**config.mk**
```make
export PLATFORM = sky130hd
export DESIGN_NAME = iocs_decoder
export DESIGN_NICKNAME = d
export VERILOG_FILES = /design/src/rtl/iocs_pkg.sv /design/src/rtl/iocs_cfg_regs.sv /design/src/rtl/iocs_range_match.sv /design/src/rtl/iocs_addr_decode.sv /design/src/rtl/iocs_code_enc.sv /design/src/rtl/iocs_decoder.sv
export SDC_FILE = /design/constraint.sdc
export NUM_CORES = 1
export LEC_CHECK = 0
export ABC_AREA = 1
export BUFFER_PORTS_ARGS = -buffer_cell sky130_fd_sc_hd__clkbuf_2
export CORE_ASPECT_RATIO = 1.5
export CORE_MARGIN = 3
export CORE_UTILIZATION = 54
export CTS_CLUSTER_DIAMETER = 30
export DETAILED_ROUTE_END_ITERATION = 8
export PLACE_DENSITY = 0.87
export SLEW_MARGIN = 15
export SYNTH_ARGS = -nofsm -noshare
export SYNTH_HDL_FRONTEND = slang
export SYNTH_HIERARCHICAL = 1
export SYNTH_SLANG_ARGS = --single-unit
export TNS_END_PERCENT = 10
```
**constraint.sdc**
```tcl
create_clock -name clk -period 1.55 [get_ports clk]
set_input_delay 0.0775 -clock clk [delete_from_list [all_inputs] [get_ports clk]]
set_output_delay 0.0775 -clock clk [all_outputs]
set_load 0.005 [all_outputs]
```
**src/rtl/iocs_pkg.sv**
```systemverilog
package iocs_pkg;

    localparam int CODE_W = 3;
    localparam int NDEV   = 1 << CODE_W;

    localparam int DEV_NONE = 0;
    localparam int DEV_KBD  = 1;
    localparam int DEV_RTC  = 2;
    localparam int DEV_SERA = 3;
    localparam int DEV_SERB = 4;
    localparam int DEV_PAR  = 5;
    localparam int DEV_CFG  = 6;
    localparam int DEV_P92  = 7;

    localparam int REG_CTL = 0;
    localparam int REG_SEL = 1;
    localparam int NREG    = 2;

    localparam logic [7:0] RST_CTL = 8'h03;
    localparam logic [7:0] RST_SEL = 8'h4C;

    typedef struct packed {
        logic       cfg_en;
        logic       p92_en;
        logic [1:0] par_sel;
        logic [1:0] serb_sel;
        logic [1:0] sera_sel;
        logic       kbd_en;
        logic       rtc_en;
    } iocs_cfg_t;

endpackage

```
**src/rtl/iocs_cfg_regs.sv**
```systemverilog
module iocs_cfg_regs
    import iocs_pkg::*;
#(
    parameter int DATA_W = 8,
    parameter int REG_AW = 2
) (
    input  logic              clk,
    input  logic              rst_n,
    input  logic              we,
    input  logic [REG_AW-1:0] addr,
    input  logic [DATA_W-1:0] wdata,
    output logic [DATA_W-1:0] rdata,
    output iocs_cfg_t         cfg
);

    logic [DATA_W-1:0] regs_q [NREG];

    for (genvar g = 0; g < NREG; g++) begin : g_reg
        localparam logic [DATA_W-1:0] RST_V =
            (g == REG_CTL) ? DATA_W'(RST_CTL) : DATA_W'(RST_SEL);
        always_ff @(posedge clk or negedge rst_n) begin
            if (!rst_n) begin
                regs_q[g] <= RST_V;
            end else if (we && addr == REG_AW'(g)) begin
                regs_q[g] <= wdata;
            end
        end
    end

    always_comb begin
        rdata = '0;
        for (int i = 0; i < NREG; i++) begin
            if (addr == REG_AW'(i)) rdata = regs_q[i];
        end
    end

    always_comb begin
        cfg.rtc_en   = regs_q[REG_CTL][0];
        cfg.kbd_en   = regs_q[REG_CTL][1];
        cfg.sera_sel = regs_q[REG_SEL][1:0];
        cfg.serb_sel = regs_q[REG_SEL][3:2];
        cfg.par_sel  = regs_q[REG_SEL][5:4];
        cfg.p92_en   = regs_q[REG_SEL][6];
        cfg.cfg_en   = regs_q[REG_SEL][7];
    end

endmodule

```
**src/rtl/iocs_range_match.sv**
```systemverilog
module iocs_range_match #(
    parameter int              ADDR_W = 16,
    parameter logic [ADDR_W-1:0] BASE = '0,
    parameter logic [ADDR_W-1:0] MASK = '1
) (
    input  logic [ADDR_W-1:0] addr,
    output logic              hit
);

    assign hit = (((addr ^ BASE) & MASK) == '0);

endmodule

```
**src/rtl/iocs_addr_decode.sv**
```systemverilog
module iocs_addr_decode
    import iocs_pkg::*;
#(
    parameter int ADDR_W        = 16,
    parameter bit KBD_ALL_PORTS = 1'b1
) (
    input  logic [ADDR_W-1:0] addr,
    input  logic              active,
    input  logic              is_wr,
    input  iocs_cfg_t         cfg,
    output logic [NDEV-1:0]   dev_hit,
    output logic              page_hit,
    output logic              mem_hit
);

    localparam logic [ADDR_W-1:0] M8 = ~ADDR_W'(7);
    localparam logic [ADDR_W-1:0] M4 = ~ADDR_W'(3);
    localparam logic [ADDR_W-1:0] M256 = ~ADDR_W'(255);
    localparam logic [ADDR_W-1:0] MALL = '1;

    logic kbd_m, rtc_m, com1_m, com2_m, lpt1_m, lpt2_m, lpt3_m;
    logic page_m, mem_m, p92_m;

    if (KBD_ALL_PORTS) begin : g_kbd_wide
        iocs_range_match #(.ADDR_W(ADDR_W), .BASE(ADDR_W'(16'h0060)),
                           .MASK(~ADDR_W'(16'h0006)))
            u_kbd (.addr(addr), .hit(kbd_m));
    end else begin : g_kbd_narrow
        iocs_range_match #(.ADDR_W(ADDR_W), .BASE(ADDR_W'(16'h0060)),
                           .MASK(~ADDR_W'(16'h0004)))
            u_kbd (.addr(addr), .hit(kbd_m));
    end

    iocs_range_match #(.ADDR_W(ADDR_W), .BASE(ADDR_W'(16'h0070)), .MASK(M8))
        u_rtc  (.addr(addr), .hit(rtc_m));
    iocs_range_match #(.ADDR_W(ADDR_W), .BASE(ADDR_W'(16'h03F8)), .MASK(M8))
        u_com1 (.addr(addr), .hit(com1_m));
    iocs_range_match #(.ADDR_W(ADDR_W), .BASE(ADDR_W'(16'h02F8)), .MASK(M8))
        u_com2 (.addr(addr), .hit(com2_m));
    iocs_range_match #(.ADDR_W(ADDR_W), .BASE(ADDR_W'(16'h03BC)), .MASK(M4))
        u_lpt1 (.addr(addr), .hit(lpt1_m));
    iocs_range_match #(.ADDR_W(ADDR_W), .BASE(ADDR_W'(16'h0378)), .MASK(M8))
        u_lpt2 (.addr(addr), .hit(lpt2_m));
    iocs_range_match #(.ADDR_W(ADDR_W), .BASE(ADDR_W'(16'h0278)), .MASK(M8))
        u_lpt3 (.addr(addr), .hit(lpt3_m));
    iocs_range_match #(.ADDR_W(ADDR_W), .BASE(ADDR_W'(16'h0C00)), .MASK(MALL))
        u_page (.addr(addr), .hit(page_m));
    iocs_range_match #(.ADDR_W(ADDR_W), .BASE(ADDR_W'(16'h0800)), .MASK(M256))
        u_mem  (.addr(addr), .hit(mem_m));
    iocs_range_match #(.ADDR_W(ADDR_W), .BASE(ADDR_W'(16'h0092)), .MASK(MALL))
        u_p92  (.addr(addr), .hit(p92_m));

    function automatic logic serial_pick(input logic [1:0] sel,
                                         input logic c1, input logic c2);
        unique case (sel)
            2'b00:   serial_pick = c1;
            2'b01:   serial_pick = c2;
            default: serial_pick = 1'b0;
        endcase
    endfunction

    logic par_m, serb_clash;

    always_comb begin
        unique case (cfg.par_sel)
            2'b00:   par_m = lpt1_m;
            2'b01:   par_m = lpt2_m;
            2'b10:   par_m = lpt3_m;
            default: par_m = 1'b0;
        endcase
    end

    assign serb_clash = (cfg.serb_sel == cfg.sera_sel);

    always_comb begin
        page_hit = active && is_wr && cfg.cfg_en && page_m;
        mem_hit  = active && cfg.cfg_en && mem_m;
        dev_hit  = '0;
        dev_hit[DEV_KBD]  = active && cfg.kbd_en && kbd_m;
        dev_hit[DEV_RTC]  = active && cfg.rtc_en && rtc_m;
        dev_hit[DEV_SERA] = active && serial_pick(cfg.sera_sel, com1_m, com2_m);
        dev_hit[DEV_SERB] = active && !serb_clash
                            && serial_pick(cfg.serb_sel, com1_m, com2_m);
        dev_hit[DEV_PAR]  = active && par_m;
        dev_hit[DEV_CFG]  = page_hit || mem_hit;
        dev_hit[DEV_P92]  = active && cfg.p92_en && p92_m;
    end

endmodule

```
**src/rtl/iocs_code_enc.sv**
```systemverilog
module iocs_code_enc
    import iocs_pkg::*;
(
    input  logic [NDEV-1:0]   hit,
    output logic [CODE_W-1:0] code
);

    always_comb begin
        code = '0;
        for (int i = 0; i < NDEV; i++) begin
            if (hit[i]) code = CODE_W'(i);
        end
    end

endmodule

```
**src/rtl/iocs_decoder.sv**
```systemverilog
module iocs_decoder
    import iocs_pkg::*;
#(
    parameter int DATA_W        = 8,
    parameter int REG_AW        = 2,
    parameter int ADDR_W        = 16,
    parameter bit KBD_ALL_PORTS = 1'b1
) (
    input  logic              clk,
    input  logic              rst_n,
    input  logic              cfg_we,
    input  logic [REG_AW-1:0] cfg_addr,
    input  logic [DATA_W-1:0] cfg_wdata,
    output logic [DATA_W-1:0] cfg_rdata,
    input  logic              io_valid,
    input  logic              io_rd,
    input  logic              io_wr,
    input  logic [ADDR_W-1:0] io_addr,
    output logic [CODE_W-1:0] cs_code,
    output logic              xcvr_oe,
    output logic              rtc_ale,
    output logic              rtc_cs,
    output logic              cfg_page_cs,
    output logic              cfg_mem_cs
);

    iocs_cfg_t       cfg;
    logic [NDEV-1:0] dev_hit;
    logic            active;
    logic            page_hit, mem_hit;

    assign active = io_valid && (io_rd ^ io_wr);

    iocs_cfg_regs #(.DATA_W(DATA_W), .REG_AW(REG_AW)) u_regs (
        .clk   (clk),
        .rst_n (rst_n),
        .we    (cfg_we),
        .addr  (cfg_addr),
        .wdata (cfg_wdata),
        .rdata (cfg_rdata),
        .cfg   (cfg)
    );

    iocs_addr_decode #(.ADDR_W(ADDR_W), .KBD_ALL_PORTS(KBD_ALL_PORTS)) u_dec (
        .addr     (io_addr),
        .active   (active),
        .is_wr    (io_wr),
        .cfg      (cfg),
        .dev_hit  (dev_hit),
        .page_hit (page_hit),
        .mem_hit  (mem_hit)
    );

    iocs_code_enc u_enc (
        .hit  (dev_hit),
        .code (cs_code)
    );

    always_comb begin
        xcvr_oe     = active && (cs_code != '0);
        rtc_ale     = dev_hit[DEV_RTC];
        rtc_cs      = dev_hit[DEV_RTC];
        cfg_page_cs = page_hit;
        cfg_mem_cs  = mem_hit;
    end

endmodule

```
==> impl_metrics.ini <==
[detailed_routing]
post_drt_wl_per_cell_um = 10.8
routed_wire_length_um = 4980
detail_route.drc_violations = 0
detail-route-antenna-nets = 0
firstDrtPassIters = 4
vias = 2196
drt_iter0_drc = 61
routed_via_density = 4.75

[finish]
insertedDiodeCount = 0
final-instance-count-excl-fill = 462
finalInstanceArea_um2 = 2350
final_layout_size_suffix_gt1_share_pct = 24.6
layout.nets = 455
signed_area_change_from_the_synthesized_netlist_to_the_final_layout_pct = 22.1

[timing]
worst_slew_margin_rel_pct = 73.4
final.period_utilization_pct = 109
unrepaired_setup_endpoints_after_global_routing = yes
achievable-frequency_mhz = 592
layout_setup_ws_ns = -0.139
final_max_slew_viol_count = 0
setup-violations-final = 4
fin_tns_setup_ns = -0.368
worstMarginPinSlew_ns = 0.398
layout_min_cycle_time_ns = 1.69
timing.clock.skew_ns = 0
timing.final.hold_violations = 0

[setup_path]
cells_along_the_critical_path = inv_1, nand3_1, a21oi_2, inv_2, nand2_1, nand2_1, nand2_1, nand2_1, nand2_1, nor3_2, nor2_1, clkbuf_2
critPathSlowestCell = sky130_fd_sc_hd__dfrtp_1
timing.critical_path.fanout_max = 4
worst_path_most_repeated_cell = sky130_fd_sc_hd__nand2_1
max_stage_delay_ns = 0.40
critical_path_required_ns = 1.47
critical_path.top_delay_family = simple AND/OR/NAND/NOR gates
crit_path_end_kind = primary output
worstPathBufferInverterCount = 3
crit_arrival_ns = 1.61
setup.worst_path.start_class = flop
setup.worst_path.class = reg -> out

[placed_design]
placement.io_buffers = 47
dp.cells = 453
hpwl_um = 3750
place_congestion = 0.881
place_area_um2 = 2230

[clocking]
clk_latency_ns = 0.25
total_clock_buffers_created_by_cts = 3
clock_tree.buffer_depth = 2
cts_sinks = 16
clk_pin_slew_ns = 0.06
tritoncts = done
cts.htree.levels = 1
cts_root_buf = sky130_fd_sc_hd__clkbuf_8

[yosys]
synth_area_um2 = 1920
synthCells = 362
syn-num-nets = 394
synthesis.yosys.warnings = 6
postSynthAreaPerCell_um2 = 5.31

[global_routing]
antenna_found_initial = 0
grt_util_all_layers_pct = 24.3
grt_pass1_wl_um = 7830
grt_max_degree = 19
vias_in_the_first_global_route = 1974
grt_overflow = 0

[die]
start_util_pct = 58.5
core_area_um2 = 3280
width_of_the_chip_um = 54.7
fp-row-count = 25
design.die.area_um2 = 4320
height_of_the_chip_um = 79.0
pin_count = 48

[power_and_ir_drop]
power_density_nw_per_um2 = 599
leakage_nw = 1.52
fin_total_pwr_w = 0.00141
vdd_ir_drop_max_mv = 0.641

[outcome]
violated_checks = setup timing
outcome = finished with violations

[hold_path]
class_of_the_tightest_hold_or_removal_check = in -> reg

[job]
maxCapViolCount = 0
layout make-up:
| class | count | area [um2] |
|---|---|---|
| multi-input cells | 231 | 1030 |
| fillers | 310 | 938 |
| repair buffers | 73 | 435 |
| flip-flops and latches | 16 | 407 |
| inverters | 98 | 370 |
| clock buffers | 4 | 55.1 |
| well taps | 40 | 50.0 |
flip-flops by register name, summed over array words and instances, names as in the netlist:
| register | flops |
|---|---|
| u_regs/regs_q | 6 |
| u_regs/cfg | 10 |
per-stage QoR:
stage / hold WS (ns) / worst slack (ns) / utilization, %
after CTS: 0.0372 / -0.148 / 71.0
after global routing: 0.0440 / -0.283 / 71.4
after global placement: 0.0142 / -0.0833 / 67.8
after floorplan: -0.218 / 0.118 / -
after detailed placement: 0.0207 / -0.146 / 67.8
final: 0.0429 / -0.139 / 71.4
layer usage:
layer | track usage [%] | up-vias | part of all wire (%)
met4 | 13.2 | 0 | 3.0
met3 | 3.19 | 11 | 6.4
li1 | - | 1155 | -
met5 | 0 | - | 0
met1 | 24.6 | 951 | 38
met2 | 44.3 | 79 | 53
power by group:
part / switching, W / internal, W
registers: 0.0000488 / 0.000500
logic: 0.000282 / 0.000205
clock network: 0.000145 / 0.000226
worst register-to-register path: stages, from the launching register on:
cell	delay, ns
sky130_fd_sc_hd__dfstp_2	0.53
sky130_fd_sc_hd__buf_4	0.10
sky130_fd_sc_hd__nand2_1	0.05
sky130_fd_sc_hd__nand2_1	0.06
worst paths after layout:
kind	from	endpoint	slack, ns	cells past startpoint
setup / recovery	u_regs/cfg[2]	xcvr_oe	-0.14	12
hold / removal	cfg_wdata[3]	u_regs/cfg[5]	0.04	3
setup reg to reg	u_regs/cfg[0]	u_regs/cfg[0]	0.75	3
hold reg to reg	u_regs/regs_q[13]	u_regs/regs_q[13]	0.47	2
max in group asynchronous	rst_n	u_regs/cfg[1]	0.95	2
min in group asynchronous	rst_n	u_regs/regs_q[13]	0.28	2
cells in the final DEF, fill, tap and decap left out, drive strengths merged:
cell,count
nand2,125
inv,98
nor2,60
clkbuf,51
buf,25
nand3,23
dfrtp,11
nand4,9
nand3b,6
dfstp,5
a21oi,4
and3,2
nor3,1
dlygate4sd3,1
o211ai,1
repair_timing:
action | 4_1_cts | 5_1_grt
hold endpoints to repair | 11 | 0
setup buffers | 4 | 0
hold buffers | 1 | 0
setup endpoints to repair | 4 | 4
pin swaps | 8 | 2
cloned | 0 | 0
resized for setup | 5 | 5
No activity file was read; power rests on OpenSTA's default activity.
